### src/rtl/aux_arb_pkg.sv
package aux_arb_pkg;
    localparam int STAT_W = 2;

    typedef enum logic [2:0] {
        ST_IDLE    = 3'd0,
        ST_EN_RST  = 3'd1,
        ST_RST_REL = 3'd2,
        ST_SW_OWN  = 3'd3,
        ST_MC_OWN  = 3'd4
    } arb_state_t;

    localparam logic [STAT_W-1:0] OWN_NONE = 2'd0;
    localparam logic [STAT_W-1:0] OWN_SW   = 2'd1;
    localparam logic [STAT_W-1:0] OWN_MC   = 2'd2;
endpackage

### src/rtl/aux_mc_pend.sv
// Holds a microcontroller request that arrived while the channel was busy.
module aux_mc_pend (
    input  logic clk,
    input  logic rst_n,
    input  logic mc_req,
    input  logic mc_grant,
    output logic mc_want
);
    logic pend_q;

    always_ff @(posedge clk) begin
        if (!rst_n) begin
            pend_q <= 1'b0;
        end else if (mc_grant) begin
            pend_q <= 1'b0;
        end else if (mc_req) begin
            pend_q <= 1'b1;
        end
    end

    assign mc_want = mc_req | pend_q;
endmodule

### src/rtl/aux_en_reg.sv
// Channel enable bit: set by the sequence start, written by software otherwise.
module aux_en_reg (
    input  logic clk,
    input  logic rst_n,
    input  logic en_wr,
    input  logic en_val,
    input  logic seq_start,
    input  logic seq_busy,
    output logic chan_en
);
    logic en_q;

    always_ff @(posedge clk) begin
        if (!rst_n) begin
            en_q <= 1'b0;
        end else if (seq_start) begin
            en_q <= 1'b1;
        end else if (en_wr && !seq_busy) begin
            en_q <= en_val;
        end
    end

    assign chan_en = en_q;
endmodule

### src/rtl/aux_own_fsm.sv
// Ownership state machine with the enable-and-reset handshake.
module aux_own_fsm
    import aux_arb_pkg::*;
(
    input  logic              clk,
    input  logic              rst_n,
    input  logic              sw_req,
    input  logic              sw_done,
    input  logic              mc_want,
    input  logic              mc_rel,
    input  logic              chan_en,
    input  logic              rst_done,
    output logic [STAT_W-1:0] own_stat,
    output logic              chan_rst,
    output logic              seq_busy,
    output logic              seq_start,
    output logic              mc_grant
);
    arb_state_t state_q, state_d;

    always_ff @(posedge clk) begin
        if (!rst_n) begin
            state_q <= ST_IDLE;
        end else begin
            state_q <= state_d;
        end
    end

    always_comb begin
        state_d   = state_q;
        seq_start = 1'b0;
        mc_grant  = 1'b0;
        unique case (state_q)
            ST_IDLE: begin
                if (mc_want) begin
                    state_d  = ST_MC_OWN;
                    mc_grant = 1'b1;
                end else if (sw_req) begin
                    if (chan_en) begin
                        state_d = ST_SW_OWN;
                    end else begin
                        state_d   = ST_EN_RST;
                        seq_start = 1'b1;
                    end
                end
            end
            ST_EN_RST: begin
                if (rst_done) state_d = ST_RST_REL;
            end
            ST_RST_REL: begin
                if (!rst_done) state_d = ST_SW_OWN;
            end
            ST_SW_OWN: begin
                if (sw_done) state_d = ST_IDLE;
            end
            ST_MC_OWN: begin
                if (mc_rel) state_d = ST_IDLE;
            end
            default: state_d = ST_IDLE;
        endcase
    end

    always_comb begin
        own_stat = OWN_NONE;
        chan_rst = 1'b0;
        seq_busy = 1'b0;
        unique case (state_q)
            ST_IDLE:    own_stat = OWN_NONE;
            ST_EN_RST:  begin chan_rst = 1'b1; seq_busy = 1'b1; end
            ST_RST_REL: seq_busy = 1'b1;
            ST_SW_OWN:  own_stat = OWN_SW;
            ST_MC_OWN:  own_stat = OWN_MC;
            default:    own_stat = OWN_NONE;
        endcase
    end
endmodule

### src/rtl/aux_chan_arbiter.sv
module aux_chan_arbiter
    import aux_arb_pkg::*;
(
    input  logic              clk,
    input  logic              rst_n,
    input  logic              sw_req,
    input  logic              sw_done,
    input  logic              mc_req,
    input  logic              mc_rel,
    input  logic              en_wr,
    input  logic              en_val,
    input  logic              rst_done,
    output logic              chan_en,
    output logic              chan_rst,
    output logic [STAT_W-1:0] own_stat
);
    logic mc_want;
    logic mc_grant;
    logic seq_start;
    logic seq_busy;

    aux_mc_pend u_pend (
        .clk      (clk),
        .rst_n    (rst_n),
        .mc_req   (mc_req),
        .mc_grant (mc_grant),
        .mc_want  (mc_want)
    );

    aux_en_reg u_en (
        .clk       (clk),
        .rst_n     (rst_n),
        .en_wr     (en_wr),
        .en_val    (en_val),
        .seq_start (seq_start),
        .seq_busy  (seq_busy),
        .chan_en   (chan_en)
    );

    aux_own_fsm u_fsm (
        .clk       (clk),
        .rst_n     (rst_n),
        .sw_req    (sw_req),
        .sw_done   (sw_done),
        .mc_want   (mc_want),
        .mc_rel    (mc_rel),
        .chan_en   (chan_en),
        .rst_done  (rst_done),
        .own_stat  (own_stat),
        .chan_rst  (chan_rst),
        .seq_busy  (seq_busy),
        .seq_start (seq_start),
        .mc_grant  (mc_grant)
    );
endmodule

### config.mk
export PLATFORM = sky130hd
export DESIGN_NAME = aux_chan_arbiter
export DESIGN_NICKNAME = d
export VERILOG_FILES = /design/src/rtl/aux_arb_pkg.sv /design/src/rtl/aux_mc_pend.sv /design/src/rtl/aux_en_reg.sv /design/src/rtl/aux_own_fsm.sv /design/src/rtl/aux_chan_arbiter.sv
export SDC_FILE = /design/constraint.sdc
export NUM_CORES = 1
export LEC_CHECK = 0
export CAP_MARGIN = 15
export CORE_AREA = 2 2 39 41
export DETAILED_ROUTE_END_ITERATION = 7
export DIE_AREA = 0 0 41 43
export DONT_BUFFER_PORTS = 1
export SLEW_MARGIN = 0
export SYNTH_ARGS = -nofsm -noshare
export SYNTH_HDL_FRONTEND = slang
export SYNTH_SLANG_ARGS = --single-unit
### constraint.sdc
create_clock -name clk -period 1.4 [get_ports clk]
set_clock_uncertainty 0.05 [all_clocks]
set_input_delay 0.21 -clock clk [delete_from_list [all_inputs] [get_ports clk]]
set_output_delay 0.21 -clock clk [all_outputs]
set_load 0.02 [all_outputs]
* Yosys cells after proc, flatten, opt, wreduce, memory -nomap -nowiden
Cells that the tools add are included.
** Word-level totals
- Flip-flop bits (word level) :: 5
- Input bits :: 9
- Word-level logic and storage cells :: 40
** Operators by class
- Eq/ne operators :: 9
- Multiplexer cells :: 19
- Bitwise logic cells :: 2
- Reduce and logical (&&, ||, !) cells :: 7
** Operators with widths (count)
- 3-bit two-way mux :: 6
- 3-bit case mux with 5 select lines :: 1
- 1-bit two-way mux :: 10
- 2-bit inequality test, second input constant :: 4
- 3-bit by 2-bit == test with 1-bit output, second input constant :: 2
- 5-bit AND reduction :: 1
- 2-bit case mux with 2 select lines :: 1
- 2-bit OR reduction :: 2
- 3-bit by 1-bit == test with 1-bit output, second input constant :: 1
- 3-bit == test, second input constant :: 1
- 3-bit logical NOT :: 1
- 3-bit inequality test, second input constant :: 1
- 2-bit two-way mux :: 1
- 2-bit nonzero test :: 1
- 1-bit logical AND :: 1
- 1-bit logical NOT :: 1
- 1-bit NOT :: 1
- 1-bit OR :: 1

* Depth between registers and ports, before layout
Gate-level depths: netlist of the first run.
- Depth in word-level cells :: 7
- Gate-level depth with buffers :: 5

* By module
Synthesis of the first run repeated with hierarchy kept, for this count alone.
** Second synthesis, totals
- Cells, all modules :: 38
- Area, all modules :: 326.6 um^2
** Modules (own cells, without submodules)
- aux_own_fsm :: instances 1, cells an instance 31, area each 242.7 um^2, seq. area each 60.1 um^2
- aux_en_reg :: instances 1, cells an instance 4, area each 48.8 um^2, seq. area each 20.0 um^2
- aux_mc_pend :: instances 1, cells an instance 3, area each 35.0 um^2, seq. area each 20.0 um^2

* Worst setup path before layout of the first run
OpenSTA, ideal clock, no wires.
- Path type :: register to output
- Start :: register u_fsm.state_q[0]
- End :: output port chan_rst
- Arrival time :: 0.973 ns
- Required time :: 1.140 ns
- Path slack :: 0.167 ns
- Cell stages (with the launch flop) :: 3
- Path buffers :: 1
- Cells stage by stage :: dfxtp_1 > buf_6 > nor3b_1
** On the way
- Word-level cells in the longest chain between the ends :: 2
** RTL lines
- from (decl) :: line aux_own_fsm.sv:19 : arb_state_t state_q, state_d;
- from (signal assigned) :: line aux_own_fsm.sv:25 : state_q <= state_d;
- 3-bit by 1-bit == test with 1-bit output :: line aux_own_fsm.sv:67 : unique case (state_q)
- 1-bit two-way mux :: line aux_own_fsm.sv:67
- to (decl) :: line aux_chan_arbiter.sv:14 : output logic chan_rst,
Every way passes these cells.

* Worst setup path after layout of the first run
- Start :: register u_fsm.state_q[1]
- End :: output port own_stat[0]
** On the way
- Word-level cells in the longest chain between the ends :: 2
- Elaborated cells between the ends (all ways) :: 3
** RTL lines
- 3-bit == test / 3-bit by 2-bit == test with 1-bit output (equally long branches) :: line aux_own_fsm.sv:67
- 2-bit case mux with 2 select lines * :: line aux_own_fsm.sv:67
- to (decl) :: line aux_chan_arbiter.sv:15 : output logic [STAT_W-1:0] own_stat
Every way passes the cells marked *; elsewhere a longest branch is shown, timed or not.

==> flow_metrics.tcl, run 1 <==
set metrics [dict create \
    routed_wl_um 712 \
    ys_seq_elements 5 \
    grtUsageTotal 0.102 \
    worst_r2r_startpoint "u_fsm.state_q[0]" \
    clk_latency_ns 0.24 \
    num_vias 283 \
    maxCapViolations 0 \
    period_share 0.947 \
    clockBufferDepth 2 \
    placed_cell_area_um2 355 \
    path_common_cell "buf_4" \
    finalPower_uw 812 \
    whs_endpoint "u_fsm.state_q[1]" \
    wl_per_cell_um 12.3 \
    hold_ws_ns 0.0573 \
    syn_to_final_growth_pct 18.0 \
    async_flop_share 0 \
    finalCriticalPeriod_ns 1.33 \
    htree_num_levels 1 \
    drive_gt1_frac 0.310 \
    yosysWarnings 0 \
    die_h_um 43 \
    synthTopCellsByArea "dfxtp_1 (30%), mux2i_1 (12%), buf_6 (6.8%)" \
    synth_flop_cell "dfxtp_1" \
    r2r-end "u_fsm.state_q[0]" \
    worst_slew_pin_slew_ns 0.282 \
    start_kind "flip-flop" \
    fin_nets 52 \
    grt_pass1_vias 282 \
    synth_common_cells "dfxtp_1 (5), nand2_1 (5), mux2i_1 (4), nor2_1 (4)" \
    fmax_mhz 754 \
    r2r_setup_slack_ns 0.16 \
    slowest_stage "dfxtp_4" \
    slew_viol_final 0 \
    synth_top_area_cell "dfxtp_1" \
    fin_ws_ns 0.0744 \
    yosysSeqAreaShare 0.301 \
    initial_core_util 0.241 \
    diodes 0 \
    die_x_um 41 \
    synth_cells 37 \
    cp-end-kind "output port" \
    clk_pin_slew_ns 0.04 \
    via_per_inst 4.88 \
    powerDensity_nw_per_um2 2070 \
    synth-edff-count 0 \
    path_cells "buf_4 > nand2_1 > nor2_1 > buf_4" \
    dp_slack_ns 0.0378 \
    hold_viol 0 \
    required_ns 1.14 \
    root_buffer "clkbuf_4" \
    rsz0062_at_grt "yes" \
    place.gp.congestion 0.810 \
    critPathMaxFanout 7 \
    grt_pass1_wl_mm 1.15 \
    cts_tree "built" \
    place_hpwl_um 541 \
    setup_violations 0 \
    yosysTopAreaCellShare 0.301 \
    min_from "rst_n" \
    cp_top_family "flip-flops" \
    leakage_uw 0.000158 \
    row_count 14 \
    antenna_found_initial 0 \
    pin_count 13 \
    numCtsBuffers 3 \
    cp.buffers_inverters 2 \
    core_area_um2 1380 \
    ant_nets 0 \
    syn_avg_cell_area_um2 9.00 \
    clkSinkCount 5 \
    hp-class "in -> reg" \
    synth.distinct_cells 20 \
    synth_area_um2 333 \
    drc 0 \
    grt_max_degree 11 \
    drtPass1Iterations 4 \
    status "finished clean" \
    relSlewSlack 0.812 \
    finalInstanceArea_um2 393 \
    worst_ep_arrival_time_ns 1.07 \
    gr-total-overflow 0 \
    syn-num-nets 46 \
    drtIter0Drc 6 \
    reg2reg_depth 4 \
    critPathMaxStageDelay_ns 0.39 \
    worstSetupPathType "reg -> out" \
    dieArea_um2 1760 \
    port_buffers 0 \
    peakVddDrop_v 0.000439 \
    whs_path_depth 2 \
]
[cell usage in the layout (no fill, tap or decap)]
master and n:
xnor2_1 1, nor3_1 1, a21boi_1 1, dfxtp_1 2, buf_4 4, clkbuf_1 1, nand4b_1 2, a21oi_1 1
nor2_1 3, dfxtp_4 2, and3_1 1, dfxtp_2 1, o221ai_2 1, o211ai_1 1, nor3_4 1, a311o_1 1
nand2_1 5, a211o_1 1, inv_1 1, o21ai_0 1, clkbuf_4 3, mux2i_1 4, nor3b_1 2, nor2_2 1
[where the power goes]
part           internal (uW)  switching, uW
logic                    183            161
clock network            108           60.3
registers                201           98.7
[per-stage QoR]
stage          utilization  TNS [ns]  instances
2_1_floorplan            -         0         37
3_3_place_gp         0.257         0         54
3_5_place_dp         0.257         0         54
4_1_cts              0.278         0         58
5_1_grt              0.284   -0.0183         58
6_report             0.284         0         58
[worst max path at each step]
stage	start	slack, ns	endpoint	cells after the start
2_1_floorplan	u_fsm.state_q[0]	0.17	chan_rst	2
3_3_place_gp	u_fsm.state_q[1]	0.04	u_fsm.state_q[0]	4
3_5_place_dp	u_fsm.state_q[1]	0.04	u_fsm.state_q[0]	4
4_1_cts	u_fsm.state_q[2]	0.005	own_stat[1]	2
5_1_grt	u_fsm.state_q[1]	-0.02	own_stat[0]	4
6_report	u_fsm.state_q[1]	0.07	own_stat[0]	4
[metal layers]
| layer | track usage | routed length (um) | vias up | share of wire |
|---|---|---|---|---|
| met5 | 0 | 0 | - | 0 |
| met4 | 0.0800 | 0 | 0 | 0 |
| met3 | 0.0419 | 73 | 0 | 0.10 |
| met2 | 0.153 | 358 | 13 | 0.50 |
| met1 | 0.103 | 280 | 125 | 0.39 |
| li1 | - | - | 145 | - |
[what timing repair did]
item / CTS / global route
hold endpoints to repair: 0 / 0
endpoints found under the setup margin: 2 / 4
hold buffers: 0 / 0
setup buffers: 0 / 0
cloned: 0 / 0
resized for setup: 2 / 4
[final cells by class]
cell class | instances | area (um2)
clock buffers | 4 | 26.3
fillers | 148 | 991
inverters | 1 | 3.75
multi-input cells | 28 | 204
flip-flops and latches | 5 | 109
well taps | 16 | 20.0
repair buffers | 4 | 30.0
[kinds of logic after synthesis]
logic type,synth area share
buf+inv,0.0940
mux,0.120
flops,0.301
xor+xnor,0.0263
simple gates,0.282
compound gates,0.177
[registers in the layout, indices dropped and copies added (netlist names)]
register	cells
u_pend.pend_q	1
u_en.chan_en	1
u_fsm.state_q	3
No activity file was read; power rests on OpenSTA's default activity.
==> run 2: changes to the inputs <==
- SYNTH_HIERARCHICAL: default -> 1
==> flow_metrics.tcl, run 2 <==
set metrics [dict create \
    status "finished clean" \
    final_util 0.330 \
    yosysTopAreaCellShare 0.307 \
    routed_wl_um 734 \
    setup_violations 0 \
    root_buffer "clkbuf_4" \
    grt_pass1_vias 290 \
    port_buffers 0 \
    drc 0 \
    diodes 0 \
    drtPass1Iterations 2 \
    clockBufferDepth 2 \
    synth-simple-area-share 0.314 \
    seqPwrFrac 0.304 \
    hold_viol 0 \
    synth_flop_cell "dfxtp_1" \
    power_frac_clock 0.226 \
    critPathMaxStageDelay_ns 0.47 \
    htree_num_levels 1 \
    yosysWarnings 6 \
    numCtsBuffers 3 \
    setup-tns-final_ns 0 \
    die_x_um 41 \
    top_register "u_fsm/state_q" \
    ys_seq_elements 5 \
    finalCriticalPeriod_ns 1.36 \
    p_switching_uw 255 \
    grt_max_degree 9 \
    synth_cells 38 \
    maxCapViolations 0 \
    synth_top_area_cell "dfxtp_1" \
    cp_top_family "simple AND/OR/NAND/NOR gates" \
    drive_gt1_frac 0.438 \
    slew_viol_final 0 \
    place_hpwl_um 579 \
    synth_common_cells "dfxtp_1 (5), a21oi_1 (3), nand2_1 (3), nor3_1 (3)" \
    gr-total-overflow 0 \
    synth-edff-count 0 \
    async_flop_share 0 \
    p_sw_frac 0.345 \
    synth_compound_area_frac 0.218 \
    dieArea_um2 1760 \
    hp-class "in -> reg" \
    slowest_stage "or4b_1" \
    layout_commonest_cell "buf_4" \
    muxShareOfSynthArea 0.0613 \
    start_kind "flip-flop" \
    cts_tree "built" \
    wl_per_cell_um 11.5 \
    die_h_um 43 \
    peakVddDrop_v 0.000490 \
    clkSinkCount 5 \
    final_cell_mix "buf_4 (8), clkbuf_4 (3), nand2_1 (3), a21oi_1 (3)" \
    synthXorXnorAreaFrac 0.0268 \
    synth_adder_area_share 0 \
    synthTopCellsByArea "dfxtp_1 (31%), mux2i_1 (6.1%), a211o_1 (5.4%)" \
    row_count 14 \
    cp.buffers_inverters 0 \
    worst_slew_pin_slew_ns 0.453 \
    fmax_mhz 737 \
    syn-num-nets 47 \
    ant_nets 0 \
    yosysMostFrequentCell "dfxtp_1" \
    relSlewSlack 0.694 \
    clk_pin_slew_ns 0.04 \
    fin_nets 58 \
    worst_ep_arrival_time_ns 1.43 \
    syn_to_final_growth_pct 39.8 \
    initial_core_util 0.236 \
    worstSetupPathType "reg -> reg" \
    clk_latency_ns 0.24 \
    cp-end-kind "flip-flop" \
    drtIter0Drc 2 \
    core_area_um2 1380 \
    grtUsageTotal 0.105 \
    place.gp.congestion 0.689 \
    yosysSeqAreaShare 0.307 \
    antenna_found_initial 0 \
    powerDensity_nw_per_um2 1620 \
    leakage_uw 0.000194 \
    p_comb_frac 0.470 \
    intPower_uw 483 \
    synth_area_um2 327 \
    num_vias 311 \
    largest_reg_flops 3 \
    synth.distinct_cells 25 \
    syn_avg_cell_area_um2 8.59 \
    path_cells "nor3_1 > nor4bb_2 > or4b_1 > o311a_1" \
    synth_top_family_by_area "simple AND/OR/NAND/NOR gates" \
    grt_pass1_wl_mm 1.17 \
    via_per_inst 4.86 \
    required_ns 1.48 \
    critPathMaxFanout 7 \
    pin_count 13 \
    period_share 0.969 \
]
run 2: changes by cell type after synthesis, sizes merged, moves of 2 or more:
cell | before | now
mux2i | 4 | 2
nand2 | 5 | 3
nand4b | 2 | 0
a21oi | 1 | 3
nor2 | 4 | 1
run 2: logic make-up after synthesis:
| logic type | Yosys count |
|---|---|
| compound gates | 10 |
| xor+xnor | 1 |
| buf+inv | 4 |
| flops | 5 |
| mux | 2 |
| simple gates | 16 |
run 2: cell type report:
type | count | area [um2]
inverters | 2 | 7.51
flip-flops and latches | 5 | 109
well taps | 16 | 20.0
multi-input cells | 29 | 234
clock buffers | 4 | 26.3
repair buffers | 8 | 60.1
fillers | 153 | 927
run 2: power by group through the flow:
stage	Sequential (uW)	Combinational (uW)	Clock (uW)
after floorplan	217	247	0
after global placement	218	328	0
after detailed placement	218	327	0
after CTS	220	335	178
after global routing	229	382	188
final	225	347	167
run 2: final timing paths:
kind / from / endpoint / slack [ns] / cells past startpoint
max: u_fsm/state_q[1] / u_en/chan_en / 0.04 / 4
min: rst_n / u_fsm/state_q[2] / 0.04 / 1
max reg2reg: u_fsm/state_q[1] / u_en/chan_en / 0.04 / 4
min reg2reg: u_fsm/state_q[1] / u_fsm/state_q[1] / 0.47 / 2
run 2: worst reg2reg max path, stage by stage (launching register included):
cell,delay [ns]
dfxtp_4,0.38
nor3_1,0.06
nor4bb_2,0.17
or4b_1,0.47
o311a_1,0.12
run 2: layer usage:
metal / global-route usage / wire length, um
met5: 0 / 0
met4: 0.120 / 9
met3: 0.0471 / 53
met2: 0.134 / 361
met1: 0.113 / 310
run 2: metrics by stage:
stage / std cells / power (uW) / setup slack (ns) / area, um2 / hold slack (ns)
after global placement: 60 / 546 / -0.0171 / 399 / 0.279
after floorplan: 38 / 464 / -0.00394 / 342 / 0.278
after detailed placement: 60 / 545 / 0.00349 / 399 / 0.283
final: 64 / 738 / 0.0429 / 457 / 0.0376
after global routing: 64 / 798 / -0.00598 / 457 / 0.0239
after CTS: 64 / 734 / 0.0146 / 438 / 0.0212
run 2: timing repair:
action                                  in CTS  in global routing
pin swaps                                    2                  2
hold buffers                                 0                  0
endpoints found under the setup margin       3                  4
gates resized for setup                      5                  4
buffers inserted                             0                  0
